`src/rtl/fwd_pkg.sv`:
```
package fwd_pkg;

    localparam int unsigned XLEN_DEF = 32;
    localparam int unsigned NREG_DEF = 32;

    // Operand source select codes; the multiplexer decodes these values.
    typedef enum logic [1:0] {
        SRC_RF  = 2'b00,
        SRC_WB  = 2'b01,
        SRC_MEM = 2'b10
    } fwd_src_e;

    // A producing stage qualifies when it writes, is not register 0,
    // and targets the consumer's source register.
    function automatic logic prod_hit(
        input logic        en,
        input logic [15:0] dst,
        input logic [15:0] src
    );
        return en && (dst != '0) && (dst == src);
    endfunction

endpackage

```
`src/rtl/fwd_wb_sel.sv`:
```
module fwd_wb_sel #(
    parameter int unsigned XLEN = fwd_pkg::XLEN_DEF
) (
    input  logic            mem_to_reg,
    input  logic [XLEN-1:0] alu_res,
    input  logic [XLEN-1:0] load_data,
    output logic [XLEN-1:0] wb_val
);
    always_comb begin
        if (mem_to_reg) wb_val = load_data;
        else            wb_val = alu_res;
    end
endmodule

```
`src/rtl/fwd_src_pick.sv`:
```
module fwd_src_pick
    import fwd_pkg::*;
#(
    parameter int unsigned IDXW = 5
) (
    input  logic [IDXW-1:0] src_idx,
    input  logic            mem_en,
    input  logic [IDXW-1:0] mem_idx,
    input  logic            wb_en,
    input  logic [IDXW-1:0] wb_idx,
    output fwd_src_e        src_sel
);
    logic [15:0] src_w, mem_w, wb_w;
    logic        mem_hit, wb_hit;

    always_comb begin
        src_w = 16'(src_idx);
        mem_w = 16'(mem_idx);
        wb_w  = 16'(wb_idx);
        mem_hit = prod_hit(mem_en, mem_w, src_w);
        wb_hit  = prod_hit(wb_en, wb_w, src_w);
        // Younger producer wins.
        if (mem_hit)     src_sel = SRC_MEM;
        else if (wb_hit) src_sel = SRC_WB;
        else             src_sel = SRC_RF;
    end
endmodule

```
`src/rtl/fwd_opnd_mux.sv`:
```
module fwd_opnd_mux
    import fwd_pkg::*;
#(
    parameter int unsigned XLEN = fwd_pkg::XLEN_DEF
) (
    input  fwd_src_e        sel,
    input  logic [XLEN-1:0] rf_val,
    input  logic [XLEN-1:0] mem_val,
    input  logic [XLEN-1:0] wb_val,
    output logic [XLEN-1:0] opnd
);
    always_comb begin
        unique case (sel)
            SRC_MEM: opnd = mem_val;
            SRC_WB:  opnd = wb_val;
            default: opnd = rf_val;
        endcase
    end
endmodule

```
`src/rtl/rf_rd_bypass.sv`:
```
module rf_rd_bypass
    import fwd_pkg::*;
#(
    parameter int unsigned XLEN = fwd_pkg::XLEN_DEF,
    parameter int unsigned IDXW = 5
) (
    input  logic [IDXW-1:0] rd_idx,
    input  logic [XLEN-1:0] raw_val,
    input  logic            wr_en,
    input  logic [IDXW-1:0] wr_idx,
    input  logic [XLEN-1:0] wr_data,
    output logic [XLEN-1:0] rd_val
);
    always_comb begin
        if (prod_hit(wr_en, 16'(wr_idx), 16'(rd_idx))) rd_val = wr_data;
        else                                          rd_val = raw_val;
    end
endmodule

```
`src/rtl/fwd_unit.sv`:
```
module fwd_unit
    import fwd_pkg::*;
#(
    parameter int unsigned XLEN = fwd_pkg::XLEN_DEF,
    parameter int unsigned NREG = fwd_pkg::NREG_DEF,
    localparam int unsigned IDXW = $clog2(NREG)
) (
    input  logic [IDXW-1:0] ex_rs_idx,
    input  logic [IDXW-1:0] ex_rt_idx,
    input  logic [XLEN-1:0] ex_rs_val,
    input  logic [XLEN-1:0] ex_rt_val,
    input  logic            mem_wr_en,
    input  logic [IDXW-1:0] mem_rd_idx,
    input  logic [XLEN-1:0] mem_alu_res,
    input  logic            wb_wr_en,
    input  logic [IDXW-1:0] wb_rd_idx,
    input  logic            wb_mem_to_reg,
    input  logic [XLEN-1:0] wb_alu_res,
    input  logic [XLEN-1:0] wb_load_data,
    input  logic [IDXW-1:0] id_rs_idx,
    input  logic [IDXW-1:0] id_rt_idx,
    input  logic [XLEN-1:0] id_rs_raw,
    input  logic [XLEN-1:0] id_rt_raw,
    output logic [1:0]      sel_a,
    output logic [1:0]      sel_b,
    output logic [XLEN-1:0] opnd_a,
    output logic [XLEN-1:0] opnd_b,
    output logic [XLEN-1:0] id_rs_val,
    output logic [XLEN-1:0] id_rt_val,
    output logic [XLEN-1:0] wb_data
);
    localparam int unsigned NPORT = 2;

    logic [XLEN-1:0] wb_val;
    logic [IDXW-1:0] ex_idx  [NPORT];
    logic [XLEN-1:0] ex_rf   [NPORT];
    logic [XLEN-1:0] ex_out  [NPORT];
    fwd_src_e        ex_sel  [NPORT];
    logic [IDXW-1:0] id_idx  [NPORT];
    logic [XLEN-1:0] id_raw  [NPORT];
    logic [XLEN-1:0] id_out  [NPORT];

    assign ex_idx[0] = ex_rs_idx;
    assign ex_idx[1] = ex_rt_idx;
    assign ex_rf[0]  = ex_rs_val;
    assign ex_rf[1]  = ex_rt_val;
    assign id_idx[0] = id_rs_idx;
    assign id_idx[1] = id_rt_idx;
    assign id_raw[0] = id_rs_raw;
    assign id_raw[1] = id_rt_raw;

    fwd_wb_sel #(.XLEN(XLEN)) u_wb_sel (
        .mem_to_reg (wb_mem_to_reg),
        .alu_res    (wb_alu_res),
        .load_data  (wb_load_data),
        .wb_val     (wb_val)
    );

    for (genvar p = 0; p < NPORT; p++) begin : g_port
        fwd_src_pick #(.IDXW(IDXW)) u_pick (
            .src_idx (ex_idx[p]),
            .mem_en  (mem_wr_en),
            .mem_idx (mem_rd_idx),
            .wb_en   (wb_wr_en),
            .wb_idx  (wb_rd_idx),
            .src_sel (ex_sel[p])
        );

        fwd_opnd_mux #(.XLEN(XLEN)) u_mux (
            .sel     (ex_sel[p]),
            .rf_val  (ex_rf[p]),
            .mem_val (mem_alu_res),
            .wb_val  (wb_val),
            .opnd    (ex_out[p])
        );

        rf_rd_bypass #(.XLEN(XLEN), .IDXW(IDXW)) u_rdbyp (
            .rd_idx  (id_idx[p]),
            .raw_val (id_raw[p]),
            .wr_en   (wb_wr_en),
            .wr_idx  (wb_rd_idx),
            .wr_data (wb_val),
            .rd_val  (id_out[p])
        );
    end

    assign sel_a     = ex_sel[0];
    assign sel_b     = ex_sel[1];
    assign opnd_a    = ex_out[0];
    assign opnd_b    = ex_out[1];
    assign id_rs_val = id_out[0];
    assign id_rt_val = id_out[1];
    assign wb_data   = wb_val;
endmodule

```
`config.mk`:
```
export PLATFORM = sky130hd
export DESIGN_NAME = fwd_unit
export DESIGN_NICKNAME = d
export VERILOG_FILES = /design/src/rtl/fwd_pkg.sv /design/src/rtl/fwd_wb_sel.sv /design/src/rtl/fwd_src_pick.sv /design/src/rtl/fwd_opnd_mux.sv /design/src/rtl/rf_rd_bypass.sv /design/src/rtl/fwd_unit.sv
export SDC_FILE = /design/constraint.sdc
export NUM_CORES = 1
export LEC_CHECK = 0
export BUFFER_PORTS_ARGS = -buffer_cell sky130_fd_sc_hd__buf_2
export CAP_MARGIN = 40
export CORE_AREA = 2 2 161 163
export DETAILED_ROUTE_END_ITERATION = 16
export DIE_AREA = 0 0 163 165
export SLEW_MARGIN = 0
export SYNTH_ARGS = -nofsm -noshare
export SYNTH_HDL_FRONTEND = slang
export SYNTH_SLANG_ARGS = --single-unit
```
`constraint.sdc`:
```
create_clock -name vclk -period 2.7
set_input_delay 0.27 -clock vclk [all_inputs]
set_output_delay 0.27 -clock vclk [all_outputs]
set_load 0.05 [all_outputs]
```
==> out/metrics.yaml, run 1 <==
outcome: "completed"
layout-drive-gt1-share: 0.7218
routed_wl_mm: 26.56
slew_headroom: 0.6749
synth_area_um2: 4034
hp-class: "in2out"
dp.cells: 1197
synthToLayoutAreaGrowth_pct: 67.68
synthAdderAreaFrac: 0
final_core_util: 0.2702
ys_top_cells_by_area: "mux2_4 (22%), nor4_1 (10%), mux2_2 (10%)"
die_w_um: 163
synth.avg_cell_area_um2: 8.182
ios: 421
dr.pass1.iters: 5
cp-start-kind: "input port"
cp.required_ns: 2.43
leakage_nw: 2.971
synth-compound-area-share: 0.2658
finalWorstSetupSlack_ns: 0.1717
period_share: 0.9364
grt_max_degree: 39
place_ws_ns: 0.07653
synth_most_common_cell: "nor4_1"
power_mw: 1.837
path_cells: "buf_2 -> or4_1 -> o21a_2 -> and3_2 -> buf_4 -> o31ai_1 -> buf_4 -> buf_12"
crit_fanout: 11
core_um2: 25040
powerDensity_nw_per_um2: 271.6
vias_per_cell: 5.224
yosysSeqAreaShare: 0
vias: 6279
rsz0062_at_grt: "false"
nFillCells: 2747
ir_drop_v: 0.0001443
seq_area_um2: 0
path_class: "in2out"
synthXorXnorAreaFrac: 0.06514
track_usage: 0.1788
grt_pass1_vias: 5938
finalHoldViolCount: 0
report.final.slew_viol_count: 0
syn_inst: 493
fin_crit_ns: 2.528
synth_area_leader_cell: "mux2_4"
nClkBuffers: 0
drc: 0
seq_cell_count: 0
dieArea_um2: 26900
instances_no_fill: 1202
ys.warnings.count: 0
synth_nets: 750
wl_per_cell_um: 22.10
synthTopCellsByCount: "nor4_1 (66), a31oi_1 (64), nand4_1 (64)"
cp.arrival_ns: 2.26
synth-simple-area-share: 0.2373
netlist.area_leader.share: 0.2233
synth.distinct_cells: 25
finalSetupViolCount: 0
cp_common_cell: "buf_4"
cts_setup_buffers: 0
cp-end-kind: "output pin"
fin_hold_ws_ns: 0.9590
synth_top_family_by_area: "multiplexers"
drv_cap: 0
grt_overflow: 0
crit_slowest_cell: "or4_1"
postRouteAntennaNets: 0
postCtsHoldBufs: 0
grt_pass1_wl_mm: 36.94
place_hpwl_mm: 21.20
first_iter_violations: 638
gp_congestion: 0.8294
initial_core_util: 0.1611
portBuffers: 421
synth_mux_area_frac: 0.3238
critPathMaxStageDelay_ns: 0.52
worst_pin_slew_ns: 0.4876
max_freq_mhz: 395.5
cts_resized: 0
multi_input_area_um2: 3736
antenna_found_initial: 3
die_y_um: 165
nNetsFinal: 1129
rows: 58
final cells by class:
| cell class | instances | share of cell area |
|---|---|---|
| diodes | 2 | 0.0007399 |
| multi-input cells | 407 | 0.5523 |
| well taps | 330 | 0.06104 |
| repair buffers | 463 | 0.3859 |
power breakdown:
part	total, mW	switching, mW	internal, mW
Clock	0.0000000993	0	0.0000000993
Sequential	0	0	0
Combinational	1.84	1.27	0.562
Total	1.84	1.27	0.562
layout by cell type (no fill, tap or decap), types with 16 or more instances in the layout:
cell,count
buf_2,416
a31oi_1,64
nor4_1,64
nand4_1,64
mux2_4,60
o31ai_2,47
mux2_2,36
buf_4,33
o31ai_1,17
xnor2_1,16
metrics by stage:
stage                     cell area, µm²  TNS [ns]
after floorplan                     4121    -4.010
final                               6764         0
after CTS                           6724         0
after detailed placement            6724         0
after global routing                6764         0
after global placement              6724         0
critical path, delay by kind of cell:
kind	cells	cell delay (ns)
compound gates	2	0.57
buf+inv	4	0.65
simple gates	2	0.76
layer usage:
metal	vias up	part of all wire	wire [µm]	GRT usage
met5	-	0	0	0
met4	0	0.018	471	0.04183
met3	33	0.094	2494	0.03315
met2	461	0.51	13560	0.3315
met1	2982	0.38	10040	0.2122
li1	2803	-	-	-
path summary, 6_finish.rpt:
check	startpoint	endpoint	slack [ns]	cells after the start
max	mem_rd_idx[1]	opnd_b[26]	0.17	8
min	mem_alu_res[5]	opnd_b[5]	0.96	4
cells by family (layout without fill, tap and decap cells):
| kind of cell | count (synthesis) | after routing |
|---|---|---|
| buffers and inverters | 86 | 463 |
| XOR/XNOR | 30 | 30 |
| AND/OR/NAND/NOR | 150 | 150 |
| multiplexers | 96 | 96 |
| AO/OA/AOI/OAI | 131 | 131 |
| other | 0 | 2 |
Note: power is estimated with default switching activity, not from simulation.
==> inputs of run 2 (changes only) <==
--- a/config.mk
+++ b/config.mk
@@ -7,9 +7,12 @@
 export LEC_CHECK = 0
 export BUFFER_PORTS_ARGS = -buffer_cell sky130_fd_sc_hd__buf_2
 export CAP_MARGIN = 40
-export CORE_AREA = 2 2 161 163
+export CELL_PAD_IN_SITES_DETAIL_PLACEMENT = 2
+export CELL_PAD_IN_SITES_GLOBAL_PLACEMENT = 2
+export CORE_AREA = 2 2 162 164
 export DETAILED_ROUTE_END_ITERATION = 16
-export DIE_AREA = 0 0 163 165
+export DIE_AREA = 0 0 164 166
+export PLACE_DENSITY_LB_ADDON = 0.1
 export SLEW_MARGIN = 0
 export SYNTH_ARGS = -nofsm -noshare
 export SYNTH_HDL_FRONTEND = slang
==> run 2 against run 1 <==
Combinational power shrank 2%; routed wire length grew 7.8%; clock-buffer cell count is the same; sequential share of layout area is the same; via count shrank 4.0%; critical path depth shrank 1; die area grew 1.2%; power shrank 1.9%; design area shrank 1.2%; worst setup slack gained 0.0023 ns; cell count shrank 0.42%.
==> out/metrics.yaml, run 2 (synthesis gave the netlist of run 1 again) <==
outcome: "completed"  # unchanged
routed_wl_mm: 28.64  # was 26.56 mm
dp.cells: 1193  # was 1197
max_freq_mhz: 395.9  # was 395.5 MHz
nFillCells: 3064  # was 2747
place_hpwl_mm: 23.14  # was 21.20 mm
seq_area_um2: 0  # unchanged
rows: 59  # was 58
path_class: "in2out"  # unchanged
cts_setup_buffers: 0  # unchanged
instances_no_fill: 1197  # was 1202
die_w_um: 164  # was 163 µm
grt_max_degree: 65  # was 39
leakage_nw: 2.910  # was 2.971 nW
layout-drive-gt1-share: 0.7179  # was 0.7218
vias_per_cell: 5.036  # was 5.224
drv_cap: 0  # unchanged
wl_per_cell_um: 23.93  # was 22.10 µm
finalWorstSetupSlack_ns: 0.1740  # was 0.1717 ns
rsz0062_at_grt: "false"  # unchanged
ios: 421  # unchanged
ir_drop_v: 0.0001108  # was 0.0001443 V
finalSetupViolCount: 0  # unchanged
report.final.slew_viol_count: 0  # unchanged
final_cell_mix: "buf_2 (421), a31oi_1 (64), nor4_1 (64), nand4_1 (64), mux2_4 (60)"  # was buf_2 (416), a31oi_1 (64), nor4_1 (64), nand4_1 (64), mux2_4 (60)
final_common_cell: "buf_2"  # unchanged
cp.arrival_ns: 2.26  # about the same
core_um2: 25620  # was 25040 µm²
drc: 0  # unchanged
finalHoldViolCount: 0  # unchanged
dieArea_um2: 27220  # was 26900 µm²
portBuffers: 421  # unchanged
nClkBuffers: 0  # unchanged
cp.required_ns: 2.43  # about the same
initial_core_util: 0.1575  # was 0.1611
first_iter_violations: 166  # was 638
die_y_um: 166  # was 165 µm
dr.pass1.iters: 4  # was 5
nNetsFinal: 1117  # was 1129
worst_pin_slew_ns: 0.4146  # was 0.4876 ns
cp-end-kind: "output pin"  # unchanged
hp-class: "in2out"  # unchanged
powerDensity_nw_per_um2: 269.6  # was 271.6 nW/µm²
period_share: 0.9355  # was 0.9364
seq_cell_count: 0  # unchanged
grt_pass1_vias: 6690  # was 5938
antenna_found_initial: 6  # was 3
slew_headroom: 0.7210  # was 0.6749
crit_fanout: 28  # was 11
track_usage: 0.1984  # was 0.1788
grt_pass1_wl_mm: 42.38  # was 36.94 mm
fin_crit_ns: 2.526  # was 2.528 ns
synthToLayoutAreaGrowth_pct: 65.73  # was 67.68%
vias: 6028  # was 6279
postRouteAntennaNets: 0  # unchanged
place_ws_ns: 0.1637  # was 0.07653 ns
gp_congestion: 0.8048  # was 0.8294
cts_resized: 0  # unchanged
power_mw: 1.802  # was 1.837 mW
cp-start-kind: "input port"  # unchanged
multi_input_area_um2: 3736  # unchanged
postCtsHoldBufs: 0  # unchanged
grt_overflow: 0  # unchanged
run 2: cell type report:
class                      count  share of cell area
tap                          335             0.06270
multi-input combinational    407              0.5589
timing repair buffer         451              0.3769
antenna                        4            0.001497
run 2: report_power, final:
part	total (mW)	switching (mW)	internal, mW
logic	1.80	1.26	0.546
registers	0	0	0
clock network	0.000000198	0	0.000000198
run 2: path summary, 6_finish.rpt:
check / startpoint / end / slack (ns) / cells past startpoint
worst max-delay path: mem_rd_idx[1] / opnd_b[23] / 0.17 / 7
worst min-delay path: mem_alu_res[6] / opnd_a[6] / 0.98 / 4
run 2: critical path: stages:
cell and delay (ns):
buf_2 0.13, or4_1 0.51, o21a_2 0.24, and3_2 0.25, buf_12 0.21, o31ai_1 0.31
buf_2 0.32
run 2: per-stage QoR:
| stage | hold WS [ns] | cell area, µm² | utilization | TNS (ns) |
|---|---|---|---|---|
| global placement | 0.9802 | 6675 | 0.2606 | 0 |
| floorplan | 0.7638 | 4121 | - | -4.010 |
| finish | 0.9823 | 6685 | 0.2610 | 0 |
| detailed placement | 0.9855 | 6675 | 0.2606 | 0 |
| global route | 0.9940 | 6683 | 0.2609 | 0 |
| CTS | 0.9860 | 6675 | 0.2606 | 0 |
run 2: per-layer routing:
layer	up-vias	share of wire	GRT usage
met3	25	0.061	0.03072
li1	2784	-	-
met1	2976	0.39	0.2317
met5	-	0.00080	0
met2	239	0.53	0.3813
met4	4	0.016	0.03051
